--- config.mk ---
export PLATFORM = sky130hd
export DESIGN_NAME = synth_prog_port
export DESIGN_NICKNAME = d
export VERILOG_FILES = /design/src/rtl/sp3_pkg.sv /design/src/rtl/sp3_sync.sv /design/src/rtl/sp3_shifter.sv /design/src/rtl/sp3_latch_bank.sv /design/src/rtl/synth_prog_port.sv
export SDC_FILE = /design/constraint.sdc
export NUM_CORES = 1
export LEC_CHECK = 0
export BUFFER_PORTS_ARGS = -buffer_cell sky130_fd_sc_hd__buf_2
export CORE_MARGIN = 3
export CORE_UTILIZATION = 45
export CTS_BUF_LIST = sky130_fd_sc_hd__clkbuf_8
export CTS_CLUSTER_SIZE = 12
export DETAILED_ROUTE_END_ITERATION = 10
export PLACE_DENSITY = 0.72
export SYNTH_ARGS = -nofsm -noshare
export SYNTH_HDL_FRONTEND = slang
export SYNTH_SLANG_ARGS = --single-unit
--- constraint.sdc ---
create_clock -name clk -period 2.94 [get_ports clk]
set_input_delay 0.588 -clock clk [delete_from_list [all_inputs] [get_ports clk]]
set_output_delay 0.588 -clock clk [all_outputs]
set_load 0.02 [all_outputs]
--- src/rtl/sp3_pkg.sv ---
package sp3_pkg;

    localparam int FRAME_W     = 17;
    localparam int ADDR_W      = 3;
    localparam int DATA_W      = FRAME_W - ADDR_W;
    localparam int CTRL_W      = 13;
    localparam int NUM_LATCH   = 5;
    localparam int CNT_W       = $clog2(FRAME_W + 1);
    localparam int SYNC_STAGES = 2;

    typedef enum logic [1:0] {
        ARM_WAIT = 2'd0,
        ARMED    = 2'd1,
        SHIFTING = 2'd2
    } shift_state_e;

    typedef enum logic [ADDR_W-1:0] {
        SEL_M1   = 3'd0,
        SEL_M2   = 3'd1,
        SEL_R1   = 3'd2,
        SEL_R2   = 3'd3,
        SEL_CTRL = 3'd4
    } latch_sel_e;

    typedef struct packed {
        logic [DATA_W-1:0] payload;
        logic [ADDR_W-1:0] addr;
    } frame_t;

    typedef struct packed {
        logic   valid;
        frame_t frame;
    } commit_t;

    // Power-on contents of each latch, indexed by address code
    function automatic logic [DATA_W-1:0] latch_default(input int idx);
        case (idx)
            0:       return 14'h0100;
            1:       return 14'h0200;
            2:       return 14'h0010;
            3:       return 14'h0020;
            4:       return 14'h0001;
            default: return '0;
        endcase
    endfunction

    // Bits of the payload a latch actually keeps
    function automatic logic [DATA_W-1:0] latch_mask(input int idx);
        if (idx == int'(SEL_CTRL))
            return DATA_W'((1 << CTRL_W) - 1);
        return '1;
    endfunction

endpackage

--- src/rtl/sp3_sync.sv ---
module sp3_sync #(
    parameter int WIDTH  = 1,
    parameter int STAGES = 2
) (
    input  logic             clk,
    input  logic             rst,
    input  logic [WIDTH-1:0] d,
    output logic [WIDTH-1:0] q
);
    logic [WIDTH-1:0] pipe [STAGES];

    for (genvar s = 0; s < STAGES; s++) begin : g_stage
        if (s == 0) begin : g_first
            always_ff @(posedge clk) begin
                if (rst) pipe[0] <= '0;
                else     pipe[0] <= d;
            end
        end else begin : g_next
            always_ff @(posedge clk) begin
                if (rst) pipe[s] <= '0;
                else     pipe[s] <= pipe[s-1];
            end
        end
    end

    assign q = pipe[STAGES-1];
endmodule

--- src/rtl/sp3_shifter.sv ---
module sp3_shifter
    import sp3_pkg::*;
(
    input  logic    clk,
    input  logic    rst,
    input  logic    flush,
    input  logic    sclk,
    input  logic    sdata,
    input  logic    sen,
    output commit_t commit
);
    shift_state_e       state;
    logic               sclk_d;
    logic               sen_d;
    logic               seen_rise;
    logic [CNT_W-1:0]   bit_cnt;
    logic [FRAME_W-1:0] shreg;

    logic sclk_rise, sclk_fall, sen_rise, sen_fall, frame_full;

    assign sclk_rise  =  sclk & ~sclk_d;
    assign sclk_fall  = ~sclk &  sclk_d;
    assign sen_rise   =  sen  & ~sen_d;
    assign sen_fall   = ~sen  &  sen_d;
    assign frame_full = (bit_cnt == CNT_W'(FRAME_W));

    always_ff @(posedge clk) begin
        if (rst || flush) begin
            state     <= ARM_WAIT;
            sclk_d    <= sclk;
            sen_d     <= sen;
            seen_rise <= 1'b0;
            bit_cnt   <= '0;
            shreg     <= '0;
            commit    <= '0;
        end else begin
            sclk_d       <= sclk;
            sen_d        <= sen;
            commit.valid <= 1'b0;
            case (state)
                ARM_WAIT: begin
                    // a full serial cycle with enable high arms the port
                    if (!sen) begin
                        seen_rise <= 1'b0;
                    end else begin
                        if (sclk_rise)
                            seen_rise <= 1'b1;
                        if (sclk_fall && seen_rise)
                            state <= ARMED;
                    end
                end
                ARMED: begin
                    if (sen_fall) begin
                        state   <= SHIFTING;
                        bit_cnt <= '0;
                    end
                end
                SHIFTING: begin
                    if (sen_rise) begin
                        state     <= ARM_WAIT;
                        seen_rise <= 1'b0;
                        if (frame_full) begin
                            commit.valid <= 1'b1;
                            commit.frame <= frame_t'(shreg);
                        end
                    end else if (sclk_rise) begin
                        shreg <= {shreg[FRAME_W-2:0], sdata};
                        if (!frame_full)
                            bit_cnt <= bit_cnt + 1'b1;
                    end
                end
                default: state <= ARM_WAIT;
            endcase
        end
    end
endmodule

--- src/rtl/sp3_latch_bank.sv ---
module sp3_latch_bank
    import sp3_pkg::*;
(
    input  logic                    clk,
    input  logic                    rst,
    input  logic                    flush,
    input  commit_t                 commit,
    output logic [DATA_W-1:0]       latch_q [NUM_LATCH],
    output logic [NUM_LATCH-1:0]    strobe
);
    for (genvar g = 0; g < NUM_LATCH; g++) begin : g_latch
        logic hit;
        assign hit = commit.valid && (commit.frame.addr == ADDR_W'(g));

        always_ff @(posedge clk) begin
            if (rst || flush) begin
                latch_q[g] <= latch_default(g);
                strobe[g]  <= 1'b0;
            end else begin
                strobe[g] <= hit;
                if (hit)
                    latch_q[g] <= commit.frame.payload & latch_mask(g);
            end
        end
    end
endmodule

--- src/rtl/synth_prog_port.sv ---
module synth_prog_port
    import sp3_pkg::*;
(
    input  logic                 clk,
    input  logic                 rst,
    input  logic                 ser_clk,
    input  logic                 ser_data,
    input  logic                 ser_en,
    input  logic                 pwr_down,
    output logic [DATA_W-1:0]    m1_div,
    output logic [DATA_W-1:0]    m2_div,
    output logic [DATA_W-1:0]    r1_div,
    output logic [DATA_W-1:0]    r2_div,
    output logic [CTRL_W-1:0]    ctrl_word,
    output logic [NUM_LATCH-1:0] wr_pulse,
    output logic                 core_on
);
    logic [2:0]        pins_sync;
    commit_t           commit;
    logic [DATA_W-1:0] latch_q [NUM_LATCH];
    logic              unused_ctrl_top;

    sp3_sync #(.WIDTH(3), .STAGES(SYNC_STAGES)) u_sync (
        .clk (clk),
        .rst (rst),
        .d   ({ser_clk, ser_data, ser_en}),
        .q   (pins_sync)
    );

    sp3_shifter u_shift (
        .clk    (clk),
        .rst    (rst),
        .flush  (pwr_down),
        .sclk   (pins_sync[2]),
        .sdata  (pins_sync[1]),
        .sen    (pins_sync[0]),
        .commit (commit)
    );

    sp3_latch_bank u_bank (
        .clk     (clk),
        .rst     (rst),
        .flush   (pwr_down),
        .commit  (commit),
        .latch_q (latch_q),
        .strobe  (wr_pulse)
    );

    assign m1_div          = latch_q[SEL_M1];
    assign m2_div          = latch_q[SEL_M2];
    assign r1_div          = latch_q[SEL_R1];
    assign r2_div          = latch_q[SEL_R2];
    assign ctrl_word       = latch_q[SEL_CTRL][CTRL_W-1:0];
    assign unused_ctrl_top = latch_q[SEL_CTRL][DATA_W-1];

    always_ff @(posedge clk) begin
        if (rst) core_on <= latch_default(int'(SEL_CTRL)) != '0;
        else     core_on <= !pwr_down && ctrl_word[0];
    end
endmodule

==> Word level (Yosys, flattened, before mapping) <==
Memory sizes are Yosys's and may differ from the RTL's.
Cells that the tools add are included.
Widths: inputs -> output; s select.
{ "op_classes": {"mux": 20, "addsub": 1, "bitwise_logic": 12, "eq_ne": 15, "n_reduce_logical": 19} }
{ "op_table": {"columns": ["op", "n"], "rows": [
  ["$mux 5", 4],
  ["$mux 18", 1],
  ["$pmux 5 s2", 1],
  ["$reduce_and 3->1", 3],
  ["$mux 2", 4],
  ["$ne 2x1->1 const B", 4],
  ["$logic_and 1x1->1", 7],
  ["$eq 3x2->1 const B", 2],
  ["$mux 1", 6],
  ["$mux 3", 2],
  ["$ne 2x2->1 const B", 3],
  ["$not 1->1", 6],
  ["$pmux 2 s3", 1],
  ["$add 5x1->5 const B", 1],
  ["$eq 5x5->1 const B", 1],
  ["$reduce_and 5->1", 1],
  ["$and 1x1->1", 4],
  ["$reduce_and 4->1", 1],
  ["$reduce_bool 2->1", 2],
  ["$eq 3x1->1 const B", 1],
  ["$eq 3x3->1 const B", 1],
  ["$logic_not 3->1", 1],
  ["$ne 3x2->1 const B", 1],
  ["$reduce_or 3->1", 1],
  ["7 further kinds", 8]
]} }
{ "totals": {"in_bits": 6, "ram_bits": 6, "mem_count": 1, "ff_bits": 120, "output_inout_bits": 75, "elab_cells": 88} }
{ "mem_list": {"columns": ["name", "words", "word_bits", "rd", "rd_clocked_by_memory_dff", "wr", "line_no", "rtl"], "rows": [
  ["u_sync.pipe", 2, 3, 2, 0, 2, "sp3_sync.sv:10", "logic [WIDTH-1:0] pipe [STAGES];"]
]} }

==> Longest topological paths before layout <==
An unclocked memory read counts as a cell.
{ "depth": {"ltp_word": 7, "mapped_depth": 8, "depth_no_buf": 6} }

==> Modules after synthesis <==
Synthesis repeated with hierarchy kept, for this count alone.
{ "hier_totals": {"cells_unflattened": 477, "area_unflattened_um2": 5072.4} }
{ "modules_own_cells": {"columns": ["module", "seq_area_each_um2", "cells_per_inst", "instances", "area_each_um2"], "rows": [
  ["sp3_latch_bank", 1481.4, 274, 1, 3155.5],
  ["sp3_shifter", 900.9, 188, 1, 1727.9],
  ["sp3_sync", 120.1, 12, 1, 157.7],
  ["synth_prog_port", 20.0, 3, 1, 31.3]
]} }

==> Least setup slack after synthesis <==
OpenSTA, ideal clock, no wires.
{ "synth_timing": {"path_type": "flip-flop to flip-flop", "startpoint": "register u_shift.state[0]", "endpoint": "register u_shift.commit[0] (netlist name)", "t_arrival_ps": 1437, "stages_incl_launch_ff": 9, "period_less_slack_ps": 1554, "slack_ps": 1386, "required_ps": 2823, "n_path_buf": 2, "setup_ps": 117, "cell_sequence": "dfxtp_1 inv_1 ha_1 and2_1 nand4_1 buf_4 buf_4 mux2i_1 nor2_1"} }
{ "synth_between": {"elab_chain_len": 2} }
{ "synth_rtl": {"columns": ["item", "line_no", "rtl"], "rows": [
  ["start: declaration", "sp3_shifter.sv:12", "shift_state_e state;"],
  ["start signal: assignment", "sp3_shifter.sv:29", "state <= ARM_WAIT;"],
  ["start signal: assignment", "sp3_shifter.sv:49", "state <= ARMED;"],
  ["start signal: assignment", "sp3_shifter.sv:54", "state <= SHIFTING;"],
  ["$eq 2x2->1", "sp3_shifter.sv:40", "case (state)"],
  ["$reduce_and 3->1 (no line)", null, null]
]} }
No other way between the ends.
A chain may end at the register's enable or synchronous reset.

==> Worst setup path in the final report <==
{ "layout_timing": {"startpoint": "register u_shift.state[0]", "endpoint": "register u_shift.commit[14] (netlist name)"} }
{ "layout_between": {"elab_chain_len": 2} }
{ "layout_rtl": {"columns": ["item", "line_no"], "rows": [
  ["$eq 2x2->1", "sp3_shifter.sv:40"],
  ["$reduce_and 3->1 (no line)", null]
]} }
No other way between the ends.

==> flow_metrics.tcl <==
set metrics [dict create \
    cts.repair.resized 0 \
    grt_setup_unrepaired "no" \
    hpwl_um 7250 \
    firstDrtPassIters 6 \
    vias 3828 \
    layout_common_cells "nand2_1, dfxtp_1, a21oi_1" \
    period_share 0.615 \
    cp.depth 7 \
    ys_seq_area_frac 0.554 \
    fin_area_mm2 0.00542 \
    synth_cell_types 34 \
    slew_violations 0 \
    drcViolationCount 0 \
    die_h_um 107 \
    cts_hold_buf 0 \
    cp.required_ns 3.24 \
    grt_max_degree 45 \
    clk_pin_slew_worst_paths_ns 0.08 \
    hold_path_depth 0 \
    rr_worst_depth 7 \
    vdd_drop_max_mv 0.446 \
    first_global_vias 3490 \
    crit_chain "inv_1, ha_1, and2_1, nand4_1, buf_4, mux2i_1, nor2_1" \
    synth.avg_cell_area_um2 8.44 \
    numCtsBuffers 17 \
    finalCriticalPeriod_ns 1.81 \
    endpoint_kind "flop" \
    antenna_found_initial 0 \
    synth_area_leaders "dfxtp_1, nand2_1, a21oi_1" \
    fin_ws_ns 1.13 \
    grt_pass1_wl_um 17300 \
    ctsRootBufferMaster "clkbuf_8" \
    cts_tree "built" \
    critPathLaunchType "flop" \
    setup_viol 0 \
    dieArea_mm2 0.0114 \
    drt_iter0_drc 206 \
    syn2layout_area_growth_pct 19.1 \
    fin_nets 628 \
    synth_top_area_cell "dfxtp_1" \
    cp_data_arrival_time_ns 2.11 \
    crit_fanout 18 \
    worstMarginPinSlew_ns 0.906 \
    cts_setup_buffers 0 \
    cts_sinks 126 \
    path_buf_inv 2 \
    synth_seq_cells 126 \
    setup_tns_ns 0 \
    fp.dieW_um 107 \
    clockBufferDepth 2 \
    gr-total-overflow 0 \
    core_mm2 0.00982 \
    skew_ns 0.00968 \
    port_buffers 80 \
    clock_latency_ns 0.43 \
    antenna_cells 0 \
    synth_fp_nets 552 \
    htreeDepth 4 \
    drive_gt1_frac 0.196 \
    dpl-instance-area_mm2 0.00502 \
    pre_cts_ws_ns 1.04 \
    cap_violations 0 \
    drt-total-wl_um 10700 \
    p_per_area_mw_per_mm2 599 \
    nFillCells 955 \
    syn_inst 540 \
    antenna_left 0 \
    cpPeakStageDelay_ns 0.35 \
    fmax_mhz 553 \
    io_pins 81 \
    synth_area_mm2 0.00456 \
    p_leak_nw 2.18 \
    r2r_slack_ns 1.13 \
    critPathKind "flop to flop" \
    start_util 0.464 \
    track_usage 0.194 \
    cp_top_family "buffers and inverters" \
    status "finished, final reports clean" \
    yosysTopAreaCellShare 0.554 \
    maxSlewHeadroom 0.394 \
    crit_slowest_cell "dfxtp_1" \
    whs_ns 0.367 \
    avgRoutedWirePerCell_um 14.1 \
    yosys_warnings 0 \
    hold_class "flop to flop" \
    via_per_inst 5.02 \
    gp_congestion 0.805 \
    layout_commonest_cell "nand2_1" \
    hold_violations 0 \
    rows 36 \
]
[per-stage QoR]
step	total power [W]	util	std cells
6_report	0.00325	0.552	762
5_1_grt	0.00335	0.552	762
4_1_cts	0.00326	0.552	762
3_5_place_dp	0.00180	0.512	730
3_3_place_gp	0.00180	0.512	730
2_1_floorplan	0.00178	-	540
[per-layer routing]
metal | share of wire | GRT usage | up-vias
met1 | 0.43 | 0.252 | 1769
met4 | 0.020 | 0.0703 | 0
met5 | 0 | 0 | -
met3 | 0.066 | 0.0452 | 19
met2 | 0.48 | 0.315 | 119
li1 | - | - | 1921
[path summary, 6_finish.rpt]
kind | startpoint | to
setup / recovery | u_shift.state[0] | u_shift.commit[14]
hold / removal | u_sync.pipe[1][2] | u_shift.sclk_d
setup reg to reg | u_shift.state[0] | u_shift.commit[14]
hold reg to reg | u_sync.pipe[1][2] | u_shift.sclk_d
[synth_stat cells, drive strengths merged]
library cell,n
nand3b,1
mux2i,21
nand4,1
a221oi,1
nand2,187
a32o,1
dfxtp,126
clkbuf,9
nor3,3
inv,5
o211ai,1
a22oi,1
a31oi,1
a31o,2
nor2b,10
nand3,13
o21ai,2
a21oi,81
nand4b,2
buf,20
or2,1
nor3b,1
ha,6
or3,2
and2,2
nand2b,5
nor2,29
a21o,3
nor4,1
a21boi,1
and3,1
[power breakdown]
part / switching (W) / internal [W]
Sequential: 0.00000245 / 0.00171
Clock: 0.000689 / 0.000801
Combinational: 0.0000333 / 0.0000113
[sequential cells by signal (all words and copies together), names as in the netlist, 2 cells and up]
register / count
u_shift.shreg: 17
u_bank.strobe: 5
u_sync.pipe: 6
u_shift.commit: 18
u_shift.bit_cnt: 5
u_bank.latch_q: 69
u_shift.state: 2
[logic make-up (layout without fill, tap and decap cells)]
group / after synthesis / in the layout / share of synthesized area
fa+ha+maj: 6 / 6 / 0.0165
mux: 21 / 21 / 0.0461
simple gates: 259 / 259 / 0.237
buf+inv: 34 / 123 / 0.0363
flops: 126 / 126 / 0.554
compound gates: 94 / 94 / 0.110
[final cells by class]
type / instances / area [um2] / area share
repair buffers: 86 / 445 / 0.0821
clock buffers: 19 / 262 / 0.0482
multi-input cells: 380 / 1870 / 0.345
inverters: 5 / 18.8 / 0.00346
clock inverters: 13 / 139 / 0.0256
flip-flops and latches: 126 / 2520 / 0.465
well taps: 133 / 166 / 0.0307
Power figures use the tool's default switching activity.
